[src/rtl/pfrb_pkg.sv]
package pfrb_pkg;

    localparam int ADDR_W     = 32;
    localparam int DATA_W     = 32;
    localparam int N_ENT      = 4;
    localparam int LINE_WORDS = 8;
    localparam int HALF_WORDS = 4;
    localparam int Q_DEPTH    = 4;

    localparam int ENT_W    = $clog2(N_ENT);
    localparam int WIDX_W   = $clog2(LINE_WORDS);
    localparam int BYTE_OFF = $clog2(DATA_W / 8);
    localparam int LINE_OFF = WIDX_W + BYTE_OFF;
    localparam int TAG_W    = ADDR_W - LINE_OFF;
    localparam int CNT_W    = WIDX_W + 1;
    localparam int QCNT_W   = $clog2(Q_DEPTH + 1);

    typedef enum logic [1:0] {
        SZ_WORD = 2'd0,
        SZ_HALF = 2'd1,
        SZ_LINE = 2'd2,
        SZ_LALT = 2'd3
    } alloc_size_e;

    typedef enum logic {
        F_IDLE = 1'b0,
        F_RUN  = 1'b1
    } fetch_state_e;

    typedef struct packed {
        logic [ENT_W-1:0]  entry;
        logic [TAG_W-1:0]  tag;
        logic [WIDX_W-1:0] first;
        logic [CNT_W-1:0]  count;
    } fetch_cmd_t;

    // Turn an allocation into an aligned run of words inside one line.
    function automatic fetch_cmd_t build_cmd(
        input logic [ENT_W-1:0]  entry,
        input logic [ADDR_W-1:0] addr,
        input logic [1:0]        size
    );
        fetch_cmd_t        c;
        logic [WIDX_W-1:0] widx;
        logic [WIDX_W-1:0] half_mask;
        widx      = addr[LINE_OFF-1:BYTE_OFF];
        half_mask = WIDX_W'(HALF_WORDS - 1);
        c.entry   = entry;
        c.tag     = addr[ADDR_W-1:LINE_OFF];
        case (alloc_size_e'(size))
            SZ_WORD: begin
                c.first = widx;
                c.count = CNT_W'(1);
            end
            SZ_HALF: begin
                c.first = widx & ~half_mask;
                c.count = CNT_W'(HALF_WORDS);
            end
            default: begin
                c.first = '0;
                c.count = CNT_W'(LINE_WORDS);
            end
        endcase
        return c;
    endfunction

endpackage

[src/rtl/pfrb_cmd_queue.sv]
module pfrb_cmd_queue
    import pfrb_pkg::*;
#(
    parameter int DEPTH = Q_DEPTH
) (
    input  logic                  clk,
    input  logic                  rst,
    input  logic                  push,
    input  fetch_cmd_t            cmd_in,
    input  logic                  pop,
    output fetch_cmd_t            cmd_out,
    output logic                  full,
    output logic                  empty,
    output logic [QCNT_W-1:0]     count
);
    localparam int PTR_W = (DEPTH > 1) ? $clog2(DEPTH) : 1;

    fetch_cmd_t        slots [DEPTH];
    logic [PTR_W-1:0]  wr_ptr, rd_ptr;
    logic [QCNT_W-1:0] cnt_q;

    function automatic logic [PTR_W-1:0] ptr_next(input logic [PTR_W-1:0] p);
        return (p == PTR_W'(DEPTH - 1)) ? '0 : p + PTR_W'(1);
    endfunction

    always_ff @(posedge clk) begin
        if (rst) begin
            wr_ptr <= '0;
            rd_ptr <= '0;
            cnt_q  <= '0;
        end else begin
            if (push) wr_ptr <= ptr_next(wr_ptr);
            if (pop)  rd_ptr <= ptr_next(rd_ptr);
            cnt_q <= cnt_q + QCNT_W'(push) - QCNT_W'(pop);
        end
    end

    always_ff @(posedge clk) begin
        if (push) slots[wr_ptr] <= cmd_in;
    end

    assign cmd_out = slots[rd_ptr];
    assign full    = (cnt_q == QCNT_W'(DEPTH));
    assign empty   = (cnt_q == '0);
    assign count   = cnt_q;

endmodule

[src/rtl/pfrb_fetcher.sv]
module pfrb_fetcher
    import pfrb_pkg::*;
(
    input  logic               clk,
    input  logic               rst,
    input  logic               q_empty,
    input  fetch_cmd_t         q_cmd,
    output logic               q_pop,
    output logic               clr_en,
    output logic [ENT_W-1:0]   clr_entry,
    output logic [TAG_W-1:0]   clr_tag,
    output logic               mem_req,
    output logic [ADDR_W-1:0]  mem_addr,
    input  logic               mem_rvalid,
    input  logic [DATA_W-1:0]  mem_rdata,
    output logic               wr_en,
    output logic [ENT_W-1:0]   wr_entry,
    output logic [WIDX_W-1:0]  wr_widx,
    output logic [DATA_W-1:0]  wr_data
);
    fetch_state_e st_q;
    fetch_cmd_t   cur_q;

    always_comb begin
        q_pop     = (st_q == F_IDLE) && !q_empty;
        clr_en    = q_pop;
        clr_entry = q_cmd.entry;
        clr_tag   = q_cmd.tag;
        mem_req   = (st_q == F_RUN);
        mem_addr  = {cur_q.tag, cur_q.first, {BYTE_OFF{1'b0}}};
        wr_en     = (st_q == F_RUN) && mem_rvalid;
        wr_entry  = cur_q.entry;
        wr_widx   = cur_q.first;
        wr_data   = mem_rdata;
    end

    always_ff @(posedge clk) begin
        if (rst) begin
            st_q  <= F_IDLE;
            cur_q <= '0;
        end else begin
            case (st_q)
                F_IDLE: begin
                    if (q_pop) begin
                        cur_q <= q_cmd;
                        st_q  <= F_RUN;
                    end
                end
                F_RUN: begin
                    if (mem_rvalid) begin
                        cur_q.first <= cur_q.first + WIDX_W'(1);
                        cur_q.count <= cur_q.count - CNT_W'(1);
                        if (cur_q.count == CNT_W'(1)) st_q <= F_IDLE;
                    end
                end
                default: st_q <= F_IDLE;
            endcase
        end
    end

endmodule

[src/rtl/pfrb_entry_store.sv]
module pfrb_entry_store
    import pfrb_pkg::*;
(
    input  logic               clk,
    input  logic               rst,
    input  logic               clr_en,
    input  logic [ENT_W-1:0]   clr_entry,
    input  logic [TAG_W-1:0]   clr_tag,
    input  logic               wr_en,
    input  logic [ENT_W-1:0]   wr_entry,
    input  logic [WIDX_W-1:0]  wr_widx,
    input  logic [DATA_W-1:0]  wr_data,
    input  logic               lk_valid,
    input  logic [ADDR_W-1:0]  lk_addr,
    output logic               rsp_valid,
    output logic               rsp_hit,
    output logic [DATA_W-1:0]  rsp_data
);
    logic [TAG_W-1:0]      tag_q   [N_ENT];
    logic [LINE_WORDS-1:0] valid_q [N_ENT];
    logic [DATA_W-1:0]     data_q  [N_ENT][LINE_WORDS];

    logic [TAG_W-1:0]  lk_tag;
    logic [WIDX_W-1:0] lk_widx;
    logic              hit_c;
    logic [DATA_W-1:0] data_c;

    always_ff @(posedge clk) begin
        if (rst) begin
            for (int e = 0; e < N_ENT; e++) begin
                tag_q[e]   <= '0;
                valid_q[e] <= '0;
            end
        end else begin
            for (int e = 0; e < N_ENT; e++) begin
                if (clr_en && clr_entry == ENT_W'(e)) begin
                    tag_q[e]   <= clr_tag;
                    valid_q[e] <= '0;
                end else if (wr_en && wr_entry == ENT_W'(e)) begin
                    valid_q[e][wr_widx] <= 1'b1;
                end
            end
        end
    end

    always_ff @(posedge clk) begin
        for (int e = 0; e < N_ENT; e++) begin
            if (wr_en && wr_entry == ENT_W'(e)) data_q[e][wr_widx] <= wr_data;
        end
    end

    assign lk_tag  = lk_addr[ADDR_W-1:LINE_OFF];
    assign lk_widx = lk_addr[LINE_OFF-1:BYTE_OFF];

    // Lowest numbered matching entry wins.
    always_comb begin
        hit_c  = 1'b0;
        data_c = '0;
        for (int e = N_ENT - 1; e >= 0; e--) begin
            if (tag_q[e] == lk_tag && valid_q[e][lk_widx]) begin
                hit_c  = 1'b1;
                data_c = data_q[e][lk_widx];
            end
        end
    end

    always_ff @(posedge clk) begin
        if (rst) begin
            rsp_valid <= 1'b0;
            rsp_hit   <= 1'b0;
            rsp_data  <= '0;
        end else begin
            rsp_valid <= lk_valid;
            rsp_hit   <= lk_valid && hit_c;
            rsp_data  <= lk_valid ? data_c : '0;
        end
    end

endmodule

[src/rtl/pfrb_top.sv]
module pfrb_top
    import pfrb_pkg::*;
(
    input  logic               clk,
    input  logic               rst,
    input  logic               alloc_valid,
    input  logic [1:0]         alloc_entry,
    input  logic [31:0]        alloc_addr,
    input  logic [1:0]         alloc_size,
    output logic               alloc_busy,
    input  logic               ld_valid,
    input  logic [31:0]        ld_addr,
    output logic               ld_rsp_valid,
    output logic               ld_hit,
    output logic [31:0]        ld_data,
    output logic               mem_req,
    output logic [31:0]        mem_addr,
    input  logic               mem_rvalid,
    input  logic [31:0]        mem_rdata
);
    fetch_cmd_t         new_cmd, head_cmd;
    logic               q_full, q_empty, q_push, q_pop;
    logic [QCNT_W-1:0]  q_count;
    logic               clr_en, wr_en;
    logic [ENT_W-1:0]   clr_entry, wr_entry;
    logic [TAG_W-1:0]   clr_tag;
    logic [WIDX_W-1:0]  wr_widx;
    logic [DATA_W-1:0]  wr_data;

    assign new_cmd    = build_cmd(alloc_entry, alloc_addr, alloc_size);
    assign q_push     = alloc_valid && !q_full;
    assign alloc_busy = q_full;

    pfrb_cmd_queue #(.DEPTH(Q_DEPTH)) queue_i (
        .clk     (clk),
        .rst     (rst),
        .push    (q_push),
        .cmd_in  (new_cmd),
        .pop     (q_pop),
        .cmd_out (head_cmd),
        .full    (q_full),
        .empty   (q_empty),
        .count   (q_count)
    );

    pfrb_fetcher fetch_i (
        .clk        (clk),
        .rst        (rst),
        .q_empty    (q_empty),
        .q_cmd      (head_cmd),
        .q_pop      (q_pop),
        .clr_en     (clr_en),
        .clr_entry  (clr_entry),
        .clr_tag    (clr_tag),
        .mem_req    (mem_req),
        .mem_addr   (mem_addr),
        .mem_rvalid (mem_rvalid),
        .mem_rdata  (mem_rdata),
        .wr_en      (wr_en),
        .wr_entry   (wr_entry),
        .wr_widx    (wr_widx),
        .wr_data    (wr_data)
    );

    pfrb_entry_store store_i (
        .clk       (clk),
        .rst       (rst),
        .clr_en    (clr_en),
        .clr_entry (clr_entry),
        .clr_tag   (clr_tag),
        .wr_en     (wr_en),
        .wr_entry  (wr_entry),
        .wr_widx   (wr_widx),
        .wr_data   (wr_data),
        .lk_valid  (ld_valid),
        .lk_addr   (ld_addr),
        .rsp_valid (ld_rsp_valid),
        .rsp_hit   (ld_hit),
        .rsp_data  (ld_data)
    );

endmodule

[config.mk]
export PLATFORM = sky130hd
export DESIGN_NAME = pfrb_top
export DESIGN_NICKNAME = d
export VERILOG_FILES = /design/src/rtl/pfrb_pkg.sv /design/src/rtl/pfrb_cmd_queue.sv /design/src/rtl/pfrb_fetcher.sv /design/src/rtl/pfrb_entry_store.sv /design/src/rtl/pfrb_top.sv
export SDC_FILE = /design/constraint.sdc
export NUM_CORES = 1
export LEC_CHECK = 0
export ABC_CLOCK_PERIOD_IN_PS = 2900
export BUFFER_PORTS_ARGS = -buffer_cell sky130_fd_sc_hd__buf_2
export CELL_PAD_IN_SITES_DETAIL_PLACEMENT = 0
export CELL_PAD_IN_SITES_GLOBAL_PLACEMENT = 1
export CORE_UTILIZATION = 30
export DETAILED_ROUTE_END_ITERATION = 12
export PLACE_DENSITY_LB_ADDON = 0.1
export SYNTH_ARGS = -nofsm -noshare
export SYNTH_HDL_FRONTEND = slang
export SYNTH_SLANG_ARGS = --single-unit
[constraint.sdc]
create_clock -name clk -period 2.9 [get_ports clk]
set_clock_uncertainty 0.05 [all_clocks]
set_input_delay 0.435 -clock clk [delete_from_list [all_inputs] [get_ports clk]]
set_output_delay 0.435 -clock clk [all_outputs]
set_load 0.01 [all_outputs]
After elaboration in Yosys (flattened, before gate mapping)
Memories as Yosys holds them, arrays and structs flattened. A register that Yosys moved wholly into a read port is not among the register bits.
Index checks and enable logic that the tools add are counted.
{ "word_totals": {"regBits": 78, "ramBits": 1308, "in_bits": 105, "output_inout_bits": 68, "wordCells": 247, "mem_count": 4} }
{ "mem_list": {"columns": ["name", "depth", "width", "read_ports", "rd_ports_with_merged_regs", "write_ports", "line_no", "rtl"], "rows": [
  ["store_i.data_q", 4, 256, 4, 0, 1, "pfrb_entry_store.sv:21", "logic [DATA_W-1:0] data_q [N_ENT][LINE_WORDS];"],
  ["queue_i.slots", 4, 36, 1, 1, 1, "pfrb_cmd_queue.sv:18", "fetch_cmd_t slots [DEPTH];"],
  ["store_i.tag_q", 4, 27, 4, 0, 4, "pfrb_entry_store.sv:19", "logic [TAG_W-1:0] tag_q [N_ENT];"],
  ["store_i.valid_q", 4, 8, 4, 0, 4, "pfrb_entry_store.sv:20", "logic [LINE_WORDS-1:0] valid_q [N_ENT];"]
]} }
{ "op_classes": {"addsub": 6, "magnitude_cmp": 6, "eq_ne": 17, "mux": 129, "n_bitwise": 44, "n_reduce_logical": 30} }
{ "ops": {"columns": ["operator", "count"], "rows": [
  ["$mux W256", 10],
  ["$reduce_or A256 Y1", 3],
  ["$mux W32", 13],
  ["$bmux W32 S3", 4],
  ["$eq A27 B27 Y1", 4],
  ["$mux W27", 4],
  ["$demux W32 S3", 1],
  ["$mux W1", 72],
  ["$mux W8", 8],
  ["$or A1 B1 Y1", 40],
  ["$pmux W7 S2", 2],
  ["$logic_and A1 B1 Y1", 18],
  ["$mux W2", 7],
  ["$mux W7", 2],
  ["$bmux W1 S3", 4],
  ["$eq A2 B2 Y1 const B", 6],
  ["$ge A4 B4 Y1 const B", 2],
  ["$lt A3 B4 Y1 const B", 2],
  ["$not A3 Y4", 2],
  ["$eq A2 B1 Y1 const B", 3],
  ["$logic_not A2 Y1", 3],
  ["$add A2 B1 Y2 const B", 2],
  ["$eq A4 B1 Y1 const B", 1],
  ["$lt A4 B1 Y1 const B", 1],
  ["14 further kinds", 18]
]} }

Depth between registers and ports, before layout
{ "depth": {"depth_word": 10, "ltp_mapped": 11, "mapped_depth_nobuf": 9} }

By module
From an unflattened synthesis, not the netlist that was laid out.
{ "unflattened": {"cells_unflattened": 2852, "hier_area_um2": 55430.7} }
{ "modules_own_cells": {"columns": ["mod", "n_inst", "cells_per_inst", "area_per_inst_um2", "seq_area_each_um2"], "rows": [
  ["pfrb_entry_store", 1, 2335, 47478.0, 35634.2],
  ["pfrb_cmd_queue", 1, 230, 5696.7, 4504.3],
  ["pfrb_fetcher", 1, 279, 2210.9, 740.7],
  ["pfrb_top", 1, 8, 45.0, 0.0]
]} }

Worst setup path before layout
Ideal clock, no wire load.
{ "synth_timing": {"path_type": "register to register", "startpoint": "register fetch_i.cur_q (netlist bit fetch_i.wr_widx[1])", "endpoint": "memory store_i.data_q[1][160] (netlist name), enable pin", "setup_time_ns": 0.421, "arrival_ns": 2.614, "required_time_ns": 2.429, "path_slack_ns": -0.185, "stages_incl_launch_ff": 5, "n_path_buf": 2, "synth_period_minus_slack_ns": 3.085, "path_cell_list": "dfxtp_1 clkbuf_1 or3b_2 clkbuf_1 nor2_1"} }
{ "synth_via": {"elab_chain_cells": 10, "elab_cells_between_ends": 19, "classes_between": "order compare: 2; mux: 12; bitwise: 1; reduce/logical: 4"} }
{ "synth_rtl": {"columns": ["element", "line_no", "rtl"], "rows": [
  ["start, declared", "pfrb_fetcher.sv:22", "fetch_cmd_t cur_q;"],
  ["start signal, assigned", "pfrb_fetcher.sv:45", "cur_q <= q_cmd;"],
  ["$not A3 Y4 (implied by the code) (*)", "pfrb_entry_store.sv:48", "if (wr_en && wr_entry == ENT_W'(e)) data_q[e][wr_widx] <= wr_data;"],
  ["$ge A4 B4 Y1 (implied by the code) / $lt A4 B1 Y1 (equally long branches)", "pfrb_entry_store.sv:48", null],
  ["$logic_and A1 B1 Y1 (implied by the code)", "pfrb_entry_store.sv:48", null],
  ["$mux W32 (implied by the code)", "pfrb_entry_store.sv:48", null],
  ["$demux W32 S3 (*)", "pfrb_entry_store.sv:48", null],
  ["$mux W256 (implied by the code)", "pfrb_entry_store.sv:48", null],
  ["$reduce_or A256 Y1 (no source line)", null, null],
  ["$mux W2 (no source line) / $mux W256 (equally long branches) (3 in series)", null, null],
  ["end, declared", "pfrb_entry_store.sv:21", null]
]} }
Mark *: on every way between the ends. The rest lies on a longest branch, timed or not.

==> impl_metrics.env <==
export IMPL_run_status="complete, no violations"
export IMPL_ys_warnings_count=0
export IMPL_drive_above_1_share_pct=33.0
export IMPL_dpl_worst_slack_ns=-0.542
export IMPL_post_synth_top_area_cell="edfxtp_1"
export IMPL_synth_top_cell_area_share_pct=72.0
export IMPL_synthXorXnorAreaFrac_pct=1.77
export IMPL_vias=27000
export IMPL_hpwl_microns=89100
export IMPL_start_util_pct=30.3
export IMPL_wirelength_microns=151000
export IMPL_antenna_found_initial=16
export IMPL_track_usage_pct=16.5
export IMPL_grt_pass1_wl_microns=213000
export IMPL_endpoint_kind="flop"
export IMPL_drv_cap=0
export IMPL_critPathRequiredTime_ns=3.58
export IMPL_yosysUniqueCellTypes=54
export IMPL_clk_pin_slew_ns=0.06
export IMPL_vdd_drop_max_mv=0.498
export IMPL_setup_violations=0
export IMPL_area_growth_pct=21.6
export IMPL_h_tree_depth=4
export IMPL_synthMuxAreaShare_pct=15.0
export IMPL_core_area_sq_um=179000
export IMPL_synth_compound_area_share_pct=1.95
export IMPL_hold_viol=0
export IMPL_relSlewSlack_pct=40.9
export IMPL_slew_violations=0
export IMPL_nNetsFinal=3243
export IMPL_first_global_vias=29000
export IMPL_power_w=0.0500
export IMPL_netlist_top_cells_count="edfxtp_1, mux4_2, nand2_1"
export IMPL_reg2reg_from="store_i.tag_q[2][14]"
export IMPL_hold_depth=3
export IMPL_ff2ff_setup_slack_ns=0.08
export IMPL_die_area_sq_um=183000
export IMPL_hold_class="in2reg"
export IMPL_multi_input_area_sq_um=13200
export IMPL_grt_max_degree=44
export IMPL_synthAdderAreaFrac_pct=0.267
export IMPL_ys_top_cells_by_area="edfxtp_1, mux4_2, dfxtp_1, mux2_2, and2_1"
export IMPL_clockRootBuffer="clkbuf_16"
export IMPL_die_w_microns=428
export IMPL_fin_util_pct=36.9
export IMPL_synth_edf_count=1304
export IMPL_synth_most_common_cell="edfxtp_1"
export IMPL_reg2reg_to="store_i.rsp_data[2]"
export IMPL_clk_path_buf_depth=3
export IMPL_ys_flop_type="edfxtp_1"
export IMPL_globalRouteOverflowTotal=0
export IMPL_synth_area_sq_um=54400
export IMPL_syn_avg_cell_area_sq_um=19.9
export IMPL_fin_area_sq_um=66100
export IMPL_fillCellCount=16600
export IMPL_synth_top_family_by_area="multiplexers"
export IMPL_criticalPathCategory="reg2reg"
export IMPL_leakage_nw=21.5
export IMPL_arrival_ns=3.50
export IMPL_period_share_pct=97.2
export IMPL_die_h_microns=428
export IMPL_finalCriticalPeriod_ns=2.82
export IMPL_ff_latch_area_sq_um=40800
export IMPL_worst_pin_slew_ns=0.886
export IMPL_hold_end="store_i.rsp_valid"
export IMPL_insertion_delay_ns=0.80
export IMPL_ys_seq_area_share_pct=75.0
export IMPL_finalWeightedCongestion=0.727
export IMPL_min_delay_start="ld_valid"
export IMPL_setup_ws_ns=0.0805
export IMPL_dpl_instance_area_sq_um=60000
export IMPL_rsz0062_at_grt="yes"
export IMPL_async_flop_share_pct=0
export IMPL_cts_tree="done"
export IMPL_clkSinkCount=1384
export IMPL_rr_worst_depth=11
export IMPL_max_freq_mhz=355
export IMPL_wl_per_cell_microns=26.8
export IMPL_drt_iter0_drc=1981
export IMPL_antenna_left=0
export IMPL_num_io_pins=173
export IMPL_io_buffers=166
export IMPL_synth_seq_cells=1384
export IMPL_via_per_inst=4.81
export IMPL_synthSimpleGateAreaFrac_pct=4.14
export IMPL_crit_path_max_fanout=8
export IMPL_drc=0
export IMPL_dr_pass1_iters=5
export IMPL_holdWs_ns=0.0833
export IMPL_syn_inst=2732
export IMPL_start_kind="flop"
export IMPL_row_count=155
export IMPL_cts_buffers=157
export IMPL_p_per_area_nw_per_um2=757
## worst max-delay path: stages (launching register included)
cell	delay [ns]
edfxtp_1	0.37
xor2_1	0.16
nor4_2	0.37
buf_4	0.19
nand4_4	0.13
buf_12	0.19
buf_4	0.15
buf_12	0.13
or4_1	0.53
o311ai_2	0.13
buf_4	0.17
a32o_1	0.16
## report_power, final
group	total [W]	internal (W)	switching (W)
sequential	0.0237	0.0232	0.000469
combinational	0.00640	0.00241	0.00400
clock	0.0200	0.0117	0.00828
## repair_timing
item                                    4_1_cts  5_1_grt
gates resized for setup                      21       48
hold buffers                                 36        0
gates cloned                                  3        1
hold endpoints to repair                    148        0
pin swaps                                     5        5
setup buffers                                 4        7
endpoints found under the setup margin       27       26
## cell families (layout without fill, tap and decap cells)
kind of cell	after synthesis	after routing
simple gates	435	435
buf+inv	203	729
compound gates	155	155
flops	1384	1384
fa+ha+maj	11	11
mux	433	433
xor+xnor	110	110
other cells	1	4
## state kept, by name, summed over array words and instances (netlist names), 3 cells and up, named ones only
name              flops
fetch_i.wr_widx       3
queue_i.slots       140
fetch_i.mem_addr     27
store_i.data_q     1024
store_i.tag_q       108
store_i.valid_q      32
queue_i.count         3
store_i.rsp_data     32
fetch_i.cur_q         4
## cell usage in the layout, fill, tap and decap left out, drive strengths merged, types with 10 or more instances in the layout
master,instances
mux2,72
inv,23
or4,26
a32o,26
and2,114
o21ai,50
bufinv,16
o311ai,26
mux2i,62
xnor2,53
dlygate4sd3,36
nand2,132
xor2,57
clkinv,63
dfxtp,80
nor3,31
edfxtp,1304
nor4,20
a21oi,36
mux4,299
nand4,16
buf,385
nor2,67
ha,10
clkbuf,200
## worst max-delay path by stage
stage | start | to | cells past startpoint
floorplan | fetch_i.wr_widx[1] | store_i.data_q[1][160] | 4
global placement | ld_addr[23] | store_i.rsp_data[29] | 10
detailed placement | ld_addr[21] | store_i.rsp_data[22] | 12
CTS | store_i.tag_q[3][19] | store_i.rsp_data[17] | 9
global route | store_i.tag_q[2][15] | store_i.rsp_data[31] | 12
finish | store_i.tag_q[2][14] | store_i.rsp_data[2] | 11
## per-layer routing
metal | wire length [microns] | track usage [%]
met3 | 6400 | 2.94
met1 | 64800 | 21.3
met5 | 52 | 0
met4 | 3750 | 4.95
met2 | 75500 | 28.3
## stage by stage
stage / setup TNS (ns) / instances
floorplan: -96.56 / 2733
global placement: -11.79 / 5277
detailed placement: -9.84 / 5277
CTS: 0 / 5611
global route: -0.257 / 5615
finish: 0 / 5616
## final cells by class
cell class	instances	share of cell area [%]
Timing Repair Buffer	423	5.96
Tap cell	2355	4.46
Antenna cell	2	0.00757
Sequential cell	1384	61.7
Multi-Input combinational cell	1146	19.9
Clock inverter	92	1.59
Inverter	15	0.0852
Clock buffer	199	6.29
(Power assumes the default switching activity.)
